[src/rtl/trap_status_ctl.sv]
module trap_status_ctl (
  input  logic        clk,
  input  logic        rst_n,
  input  logic        trap_req,
  input  logic        trap_mem,
  input  logic [31:0] fault_addr,
  input  logic [1:0]  fault_cause,
  input  logic        irq_req,
  input  logic [31:0] cur_pc,
  input  logic [31:0] next_pc,
  input  logic        op_fetch,
  input  logic        op_load,
  input  logic        op_store,
  input  logic [2:0]  reg_sel,
  input  logic        reg_wr,
  input  logic [31:0] reg_wdata,
  output logic [31:0] reg_rdata,
  output logic        mmu_en,
  output logic        int_en,
  output logic        priv_ok
);

  logic [3:0]  level, old_level;
  logic [31:0] tpc, tma, save, cnt;
  logic        irq_pend;

  assign mmu_en  = level[3];
  assign int_en  = level != 4'h0;
  assign priv_ok = level != 4'hF;

  wire       irq_any  = irq_req | irq_pend;
  wire       take_irq = irq_any & int_en & ~trap_req;
  wire       enter    = trap_req | take_irq;
  wire       wr_ok    = reg_wr & priv_ok;
  wire [1:0] n_ops    = {1'b0, op_fetch} + {1'b0, op_load} + {1'b0, op_store};

  always_comb begin
    case (reg_sel)
      3'd0:    reg_rdata = {level, old_level, 24'h0};
      3'd1:    reg_rdata = tpc;
      3'd2:    reg_rdata = tma;
      3'd3:    reg_rdata = save;
      3'd4:    reg_rdata = cnt;
      default: reg_rdata = 32'h0;
    endcase
  end

  always_ff @(posedge clk) begin
    if (!rst_n) begin
      level     <= 4'h0;
      old_level <= 4'h0;
      tpc       <= 32'h0;
      tma       <= 32'h0;
      save      <= 32'h0;
      cnt       <= 32'h0;
      irq_pend  <= 1'b0;
    end else begin
      if (enter) begin
        old_level <= level;
        level     <= 4'h0;
      end else if (wr_ok && reg_sel == 3'd0) begin
        level     <= reg_wdata[31:28];
        old_level <= reg_wdata[27:24];
      end

      if (trap_req)                       tpc <= cur_pc;
      else if (take_irq)                  tpc <= next_pc;
      else if (wr_ok && reg_sel == 3'd1)  tpc <= reg_wdata;

      if (trap_req && trap_mem)           tma <= {fault_addr[31:2], mmu_en ? fault_cause : 2'b00};
      else if (wr_ok && reg_sel == 3'd2)  tma <= reg_wdata;

      if (wr_ok && reg_sel == 3'd3)       save <= reg_wdata;

      if (wr_ok && reg_sel == 3'd4)       cnt <= reg_wdata;
      else                                cnt <= cnt + {30'h0, n_ops};

      irq_pend <= irq_any & ~take_irq;
    end
  end

  assert_entry_level_R2: assert property (@(posedge clk) disable iff (!rst_n)
    enter |=> (level == 4'h0 && old_level == $past(level)));

  assert_trap_pc_R4: assert property (@(posedge clk) disable iff (!rst_n)
    trap_req |=> tpc == $past(cur_pc));

  assert_irq_pc_R4: assert property (@(posedge clk) disable iff (!rst_n)
    take_irq |=> tpc == $past(next_pc));

  assert_cause_off_R5: assert property (@(posedge clk) disable iff (!rst_n)
    (trap_req && trap_mem && !mmu_en) |=> tma[1:0] == 2'b00);

  assert_count_step_R6: assert property (@(posedge clk) disable iff (!rst_n)
    !(wr_ok && reg_sel == 3'd4) |=> cnt == $past(cnt) + {30'h0, $past(n_ops)});

  assert_irq_blocked_R7: assert property (@(posedge clk) disable iff (!rst_n)
    (irq_req && trap_req) |=> irq_pend);

  assert_locked_save_R9: assert property (@(posedge clk) disable iff (!rst_n)
    (reg_wr && !priv_ok) |=> $stable(save));

endmodule

[config.mk]
export PLATFORM = sky130hd
export DESIGN_NAME = trap_status_ctl
export DESIGN_NICKNAME = d
export VERILOG_FILES = /design/src/rtl/trap_status_ctl.sv
export SDC_FILE = /design/constraint.sdc
export NUM_CORES = 1
export LEC_CHECK = 0
export ABC_AREA = 1
export ABC_CLOCK_PERIOD_IN_PS = 3400
export BUFFER_PORTS_ARGS = -buffer_cell sky130_fd_sc_hd__buf_4
export CAP_MARGIN = 20
export CORE_UTILIZATION = 50
export CTS_BUF_LIST = sky130_fd_sc_hd__clkbuf_16
export DETAILED_ROUTE_END_ITERATION = 10
export PLACE_DENSITY = 0.77
export SYNTH_ARGS = -nofsm -noshare
export SYNTH_HDL_FRONTEND = slang
export SYNTH_SLANG_ARGS = --single-unit
[constraint.sdc]
create_clock -name clk -period 3.4 [get_ports clk]
set_clock_uncertainty 0.1 [all_clocks]
set_input_delay 0.34 -clock clk [delete_from_list [all_inputs] [get_ports clk]]
set_output_delay 0.34 -clock clk [all_outputs]
set_load 0.005 [all_outputs]
==> results.toml, run 1 <==
[outcome]
run_status = "finished clean"

[global_routing]
antenna_found_initial = 0
global_route.usage.total = 0.323
vias_in_the_first_global_route = 7933
grt_first_pass_wirelength_mm = 41.1
grt_overflow = 0
grt_start_max_net_pins = 83

[power_and_ir_drop]
comb_power_share = 0.155
power.density_mw_per_mm2 = 435
seq_power_share = 0.409
power_switching_mw = 1.19
switching_share = 0.274
p_leak_nw = 4.48
clockPowerShare = 0.436
cell_internal_pwr_mw = 3.15
peakVddDrop_uv = 368
finalPower_mw = 4.33

[finish]
drive_above_1_share = 0.230
final_cell_mix = "sky130_fd_sc_hd__nand2_1, sky130_fd_sc_hd__nor2_1, sky130_fd_sc_hd__buf_4"
post_layout_nonfiller_instances = 1598
post-route-cell-area_mm2 = 0.00995
regArea_mm2 = 0.00274
fillCellCount = 1493
layout_commonest_cell = "sky130_fd_sc_hd__nand2_1"
antenna_cells = 0
number_of_nets_in_the_layout = 1515
fin_util = 0.629
syn_to_final_growth_pct = 23.0
multi_input_area_mm2 = 0.00455

[setup_path]
critPathMaxFanout = 32
ff2ff_setup_slack_ps = 800
critical_path_arrival_ps = 2820
critical_path_required_ps = 3620
setup.worst_path.end_class = "register"
worstSetupStartpointType = "register"
timing.setup.critical_path_class = "register to register"

[synth]
syn-cell-area_mm2 = 0.00809
number_of_flops_mapped_to_enable_cells_by_yosys = 0
synthesis.nets = 1377
synth_seq_area_share = 0.339
yosys_warnings = 0
postSynthCellCount = 1231
async_flop_share = 0
ys_ff_latch = 137
post_synth_num_cell_types = 41
postSynth.topFlopCell = "sky130_fd_sc_hd__dfxtp_1"
synth_area_per_cell_um2 = 6.57

[routing]
detail-route-antenna-nets = 0
routed_via_density = 5.36
drt-wirelength-per-cell_um = 16.4
initialDrtViolationCount = 701
route.final.wire_length_mm = 26.2
post-route-drc-count = 0
detailed_routing_iteration_count_for_the_pre_antenna_repair_pass = 6
vias = 8562

[hold_path]
hp-class = "primary input to register"

[placement]
io_buffer_count = 174
post-place-ws_ps = 644
gp_congestion = 0.974
dpl-instance-area_mm2 = 0.00936
place.detailed.instances = 1566
detailed_place_hpwl_mm = 18.0

[flow_run]
drv_cap = 0

[timing]
postLayoutSetupSlackWorst_ps = 797
fin_hold_ws_ps = 73.8
rsz_0062_raised_after_global_routing = "no"
finalHoldViolations = 0
worst-slew-pin-transition_ps = 947
timing.max_slew.rel_slack = 0.367
drv_slew = 0
setup_viol = 0
maxClockFrequency_mhz = 384
timing.final.crit_share = 0.766
period_needed_ps = 2600
totalNegativeSetupSlack_ps = 0

[cts]
clockRootBuffer = "sky130_fd_sc_hd__clkbuf_16"
tritoncts = "yes"
postCtsSetupBuffers = 0
tritoncts_num_sinks = 137
cts_resized = 0
clk_transition_reported_paths_ps = 60
worstSkewPairLatency_ps = 430
tritoncts.num_buffers = 17
h-tree-depth = 4
clock_tree.buffer_depth = 2
postCtsHoldBufs = 0

[floorplan]
floorplan.initialDensity = 0.511
die_width_um = 129
floorplan.core_area_mm2 = 0.0158
area_of_the_die_mm2 = 0.0167
die_height_um = 129
design.portCount = 177
rows = 46
[registers in the layout, indices dropped and copies added (netlist names)]
register	count
save	32
irq_pend	1
cnt	32
level	4
old_level	4
tma	32
tpc	32
[power by group through the flow]
stage / clock [mW] / sequential [mW] / combinational, mW
floorplan: 0 / 1.79 / 0.398
global placement: 0 / 1.80 / 0.652
detailed placement: 0 / 1.80 / 0.664
CTS: 1.90 / 1.77 / 0.668
global route: 1.98 / 1.78 / 0.742
finish: 1.89 / 1.77 / 0.673
[critical path, stage by stage (launching register included)]
cell                      delay [ps]
sky130_fd_sc_hd__dfxtp_1         420
sky130_fd_sc_hd__nand4_2         140
sky130_fd_sc_hd__nand2_2          90
sky130_fd_sc_hd__inv_2           560
sky130_fd_sc_hd__nand2_2         480
sky130_fd_sc_hd__buf_12          320
sky130_fd_sc_hd__or2_1           230
sky130_fd_sc_hd__nand3_1          80
sky130_fd_sc_hd__inv_1            60
[worst paths after layout]
kind                      from        to  cells after the start
setup / recovery      level[3]   cnt[14]                      8
hold / removal    reg_wdata[2]    cnt[2]                      3
setup reg to reg      level[3]   cnt[14]                      8
hold reg to reg       save[30]  save[30]                      2
[cell families (layout without fill, tap and decap cells)]
logic type / after synthesis / after routing / synth area share
AOI/OAI and AO/OA: 197 / 197 / 0.148
xor gates and xnor gates: 10 / 10 / 0.0108
adders and majority gates: 4 / 4 / 0.00804
buffers and inverters: 164 / 315 / 0.0982
DFF: 137 / 137 / 0.339
muxes: 30 / 30 / 0.0417
and+or+nand+nor: 689 / 689 / 0.354
[area by class of cell]
type	count	area share
Tap cell	216	0.0271
Inverter	100	0.0391
Sequential cell	137	0.276
Multi-Input combinational cell	930	0.458
Clock inverter	15	0.0175
Timing Repair Buffer	183	0.141
Clock buffer	17	0.0427
[synth_stat cells (2+ instances only)]
| cell type | instances | share of area |
|---|---|---|
| sky130_fd_sc_hd__a21oi_1 | 28 | 0.017 |
| sky130_fd_sc_hd__a21oi_2 | 25 | 0.027 |
| sky130_fd_sc_hd__a22oi_1 | 3 | 0.0028 |
| sky130_fd_sc_hd__buf_12 | 2 | 0.0049 |
| sky130_fd_sc_hd__buf_2 | 24 | 0.015 |
| sky130_fd_sc_hd__buf_4 | 5 | 0.0046 |
| sky130_fd_sc_hd__buf_6 | 11 | 0.015 |
| sky130_fd_sc_hd__clkbuf_1 | 21 | 0.0097 |
| sky130_fd_sc_hd__dfxtp_1 | 137 | 0.34 |
| sky130_fd_sc_hd__fa_1 | 2 | 0.0049 |
| sky130_fd_sc_hd__ha_1 | 2 | 0.0031 |
| sky130_fd_sc_hd__inv_1 | 93 | 0.043 |
| sky130_fd_sc_hd__inv_2 | 2 | 0.00093 |
| sky130_fd_sc_hd__inv_4 | 3 | 0.0023 |
| sky130_fd_sc_hd__mux2_2 | 30 | 0.042 |
| sky130_fd_sc_hd__nand2_1 | 383 | 0.18 |
| sky130_fd_sc_hd__nand2_2 | 31 | 0.024 |
| sky130_fd_sc_hd__nand2_4 | 4 | 0.0056 |
| sky130_fd_sc_hd__nand3_1 | 67 | 0.041 |
| sky130_fd_sc_hd__nand4_1 | 3 | 0.0023 |
| sky130_fd_sc_hd__nor2_1 | 190 | 0.088 |
| sky130_fd_sc_hd__nor2_4 | 2 | 0.0028 |
| sky130_fd_sc_hd__o2111ai_1 | 24 | 0.026 |
| sky130_fd_sc_hd__o21ai_0 | 92 | 0.057 |
| sky130_fd_sc_hd__o21ai_1 | 19 | 0.012 |
| sky130_fd_sc_hd__o221ai_1 | 4 | 0.0043 |
| sky130_fd_sc_hd__or2_1 | 2 | 0.0015 |
| sky130_fd_sc_hd__xor2_1 | 9 | 0.0097 |
[routing by layer]
layer	wire [µm]	track usage	share of wire
met3	1560	0.0652	0.060
met1	11700	0.425	0.45
met4	697	0.119	0.027
met2	12200	0.522	0.47
met5	0	0	0
No activity file was read; power rests on OpenSTA's default activity.
==> run 2: changes to the inputs <==
==> config.mk (replaced) <==
export PLATFORM = sky130hd
export DESIGN_NAME = trap_status_ctl
export DESIGN_NICKNAME = d
export VERILOG_FILES = /design/src/rtl/trap_status_ctl.sv
export SDC_FILE = /design/constraint.sdc
export NUM_CORES = 1
export LEC_CHECK = 0
export ABC_AREA = 0
export ABC_CLOCK_PERIOD_IN_PS = 2640
export BUFFER_PORTS_ARGS = -buffer_cell sky130_fd_sc_hd__buf_4
export CAP_MARGIN = 20
export CORE_UTILIZATION = 50
export CTS_BUF_LIST = sky130_fd_sc_hd__clkbuf_16
export DETAILED_ROUTE_END_ITERATION = 10
export PLACE_DENSITY = 0.78
export SYNTH_ARGS = -nofsm -noshare
export SYNTH_HDL_FRONTEND = slang
export SYNTH_SLANG_ARGS = --single-unit
==> constraint.sdc (replaced) <==
create_clock -name clk -period 2.64 [get_ports clk]
set_clock_uncertainty 0.1 [all_clocks]
set_input_delay 0.264 -clock clk [delete_from_list [all_inputs] [get_ports clk]]
set_output_delay 0.264 -clock clk [all_outputs]
set_load 0.005 [all_outputs]
==> run 2 against run 1 <==
Compared with the run above:
- largest power group unchanged
- synthesized cell count fell by 22%
- combinational power rose by 30%
- flip-flop and latch count unchanged
- hold slack got worse by 56 ps
- non-clock buffer count rose by 32
- power rose by 29%
- via count decreased by 4.2%
- sequential power is 30% higher
- cell area down 3.9%
==> results.toml, run 2 <==
[synth]
async_flop_share = 0
ys_ff_latch = 137
synth_seq_area_share = 0.367
yosysMostFrequentCell = "sky130_fd_sc_hd__dfxtp_1"
postSynthCellCount = 956
syn-cell-area_mm2 = 0.00747
synth_area_per_cell_um2 = 7.82
post-synth-top-area-fraction = 0.367
synth.largest_area_cell = "sky130_fd_sc_hd__dfxtp_1"
synthesis.nets = 1102
number_of_flops_mapped_to_enable_cells_by_yosys = 0
post_synth_num_cell_types = 56
yosys-top-cells-area = "sky130_fd_sc_hd__dfxtp_1, sky130_fd_sc_hd__nand3_1, sky130_fd_sc_hd__nand2_1"
yosys_warnings = 0
synth_top_cells_by_count = "sky130_fd_sc_hd__dfxtp_1, sky130_fd_sc_hd__nand2_1, sky130_fd_sc_hd__nand3_1, sky130_fd_sc_hd__clkbuf_1, sky130_fd_sc_hd__nor2_1"
postSynth.topFlopCell = "sky130_fd_sc_hd__dfxtp_1"

[cts]
clockRootBuffer = "sky130_fd_sc_hd__clkbuf_16"
tritoncts.num_buffers = 17
clk_transition_reported_paths_ps = 60
postCtsSetupBuffers = 0
clock_tree.buffer_depth = 2
worstSkewPairLatency_ps = 420
tritoncts_num_sinks = 137
h-tree-depth = 4
tritoncts = "yes"

[global_routing]
antenna_found_initial = 0
vias_in_the_first_global_route = 7748
global_route.usage.total = 0.332
grt_start_max_net_pins = 65
grt_overflow = 0
grt_first_pass_wirelength_mm = 40.6

[flow_run]
drv_cap = 0

[hold_path]
hp-class = "primary input to register"

[setup_path]
critical_path_required_ps = 2870
ff2ff_setup_slack_ps = 100
setup.worst_path.end_class = "register"
timing.setup.critical_path_class = "register to register"
critical_path_arrival_ps = 2770
worstSetupStartpointType = "register"
critPathMaxFanout = 13

[power_and_ir_drop]
p_leak_nw = 3.79
peakVddDrop_uv = 518
power.density_mw_per_mm2 = 586

[timing]
timing.final.crit_share = 0.961
timing.max_slew.rel_slack = 0.598
totalNegativeSetupSlack_ps = 0
rsz_0062_raised_after_global_routing = "no"
setup_viol = 0
postLayoutSetupSlackWorst_ps = 104
worst-slew-pin-transition_ps = 602
period_needed_ps = 2540
finalHoldViolations = 0
maxClockFrequency_mhz = 394
drv_slew = 0

[finish]
syn_to_final_growth_pct = 28.1
drive_above_1_share = 0.226
number_of_nets_in_the_layout = 1243
antenna_cells = 0
final_cell_mix = "sky130_fd_sc_hd__buf_4, sky130_fd_sc_hd__dfxtp_1, sky130_fd_sc_hd__nand2_1"
fillCellCount = 1269
layout_commonest_cell = "sky130_fd_sc_hd__buf_4"

[floorplan]
design.portCount = 177
die_height_um = 124
floorplan.initialDensity = 0.514
floorplan.core_area_mm2 = 0.0145
area_of_the_die_mm2 = 0.0154
rows = 44
die_width_um = 124

[routing]
routed_via_density = 6.34
initialDrtViolationCount = 868
detailed_routing_iteration_count_for_the_pre_antenna_repair_pass = 5
route.final.wire_length_mm = 26.0
drt-wirelength-per-cell_um = 20.1
detail-route-antenna-nets = 0
post-route-drc-count = 0
vias = 8203

[placement]
gp_congestion = 0.915
post-place-ws_ps = 40.9
io_buffer_count = 174
detailed_place_hpwl_mm = 17.3

[outcome]
run_status = "finished clean"
## run 2: cell types whose count changed after synthesis, moves of 24 or more
cell,before,now
sky130_fd_sc_hd__a21oi_2,25,1
sky130_fd_sc_hd__a22oi_1,3,49
sky130_fd_sc_hd__a311oi_1,0,34
sky130_fd_sc_hd__a32o_1,0,33
sky130_fd_sc_hd__clkbuf_1,21,65
sky130_fd_sc_hd__inv_1,93,4
sky130_fd_sc_hd__mux2_2,30,1
sky130_fd_sc_hd__nand2_1,383,136
sky130_fd_sc_hd__nand2_2,31,0
sky130_fd_sc_hd__nand2b_1,0,33
sky130_fd_sc_hd__nand3_1,67,108
sky130_fd_sc_hd__nor2_1,190,63
sky130_fd_sc_hd__o2111ai_1,24,0
sky130_fd_sc_hd__o21ai_0,92,57
## run 2: worst paths after layout
kind | end | from | depth (start not counted)
worst max-delay path | cnt[16] | cnt[0] | 8
worst min register to register | save[14] | save[14] | 2
worst min-delay path | save[14] | reg_wdata[14] | 3
worst max register to register | cnt[16] | cnt[0] | 8
## run 2: layout make-up
class	count	area, µm²	area share
clock buffer	17	425	0.0445
clock inverter	15	168	0.0175
inverter	7	26.3	0.00275
multi-input combinational	719	4340	0.453
sequential	137	2740	0.287
tap	184	230	0.0241
timing repair buffer	215	1640	0.172
## run 2: layer usage
metal	vias to the layer above	track usage	wire, µm	share of wire
li1	3825	-	-	-
met1	3904	0.427	10700	0.41
met2	418	0.529	12200	0.47
met3	56	0.0784	2300	0.089
met4	0	0.145	752	0.029
met5	-	0	0	0
## run 2: worst max-delay path: stages (launching register included)
cell and delay (ps):
sky130_fd_sc_hd__dfxtp_1 320, sky130_fd_sc_hd__fa_1 480, sky130_fd_sc_hd__ha_1 200, sky130_fd_sc_hd__fa_1 210, sky130_fd_sc_hd__and4_1 220, sky130_fd_sc_hd__nand4_1 100, sky130_fd_sc_hd__buf_4 200, sky130_fd_sc_hd__or3_1 320
sky130_fd_sc_hd__a311oi_2 280
## run 2: stage by stage
stage | utilization | instances | power, mW | hold slack (ps) | instance area (µm²)
finish | 0.658 | 1294 | 5.60 | 17.4 | 9570
global route | 0.658 | 1294 | 5.79 | 8.94 | 9570
CTS | 0.658 | 1294 | 5.60 | 0.245 | 9560
detailed placement | 0.613 | 1256 | 3.19 | 346 | 8910
global placement | 0.613 | 1256 | 3.17 | 340 | 8910
floorplan | - | 956 | 2.78 | 300 | 7470
## run 2: kinds of logic after synthesis
| logic type | share of synthesized area |
|---|---|
| AO/OA/AOI/OAI | 0.252 |
| XOR/XNOR | 0.0129 |
| adder cells (fa/ha/maj) | 0.00871 |
| buffers and inverters | 0.0571 |
| flip-flops | 0.367 |
| multiplexers | 0.0323 |
| AND/OR/NAND/NOR | 0.270 |
## run 2: timing repair
action	in CTS	in global routing
endpoints found under the setup margin	0	2
gates resized for setup	0	2
endpoints found under the hold margin	6	0
hold buffers	6	0
## run 2: where the power goes
part           leakage, nW  internal, mW  total, mW  switching (mW)
clock                0.302          1.55       2.43           0.883
sequential            1.12          2.20       2.30           0.103
combinational         2.36         0.405      0.876           0.471
total                 3.79          4.15       5.60            1.46
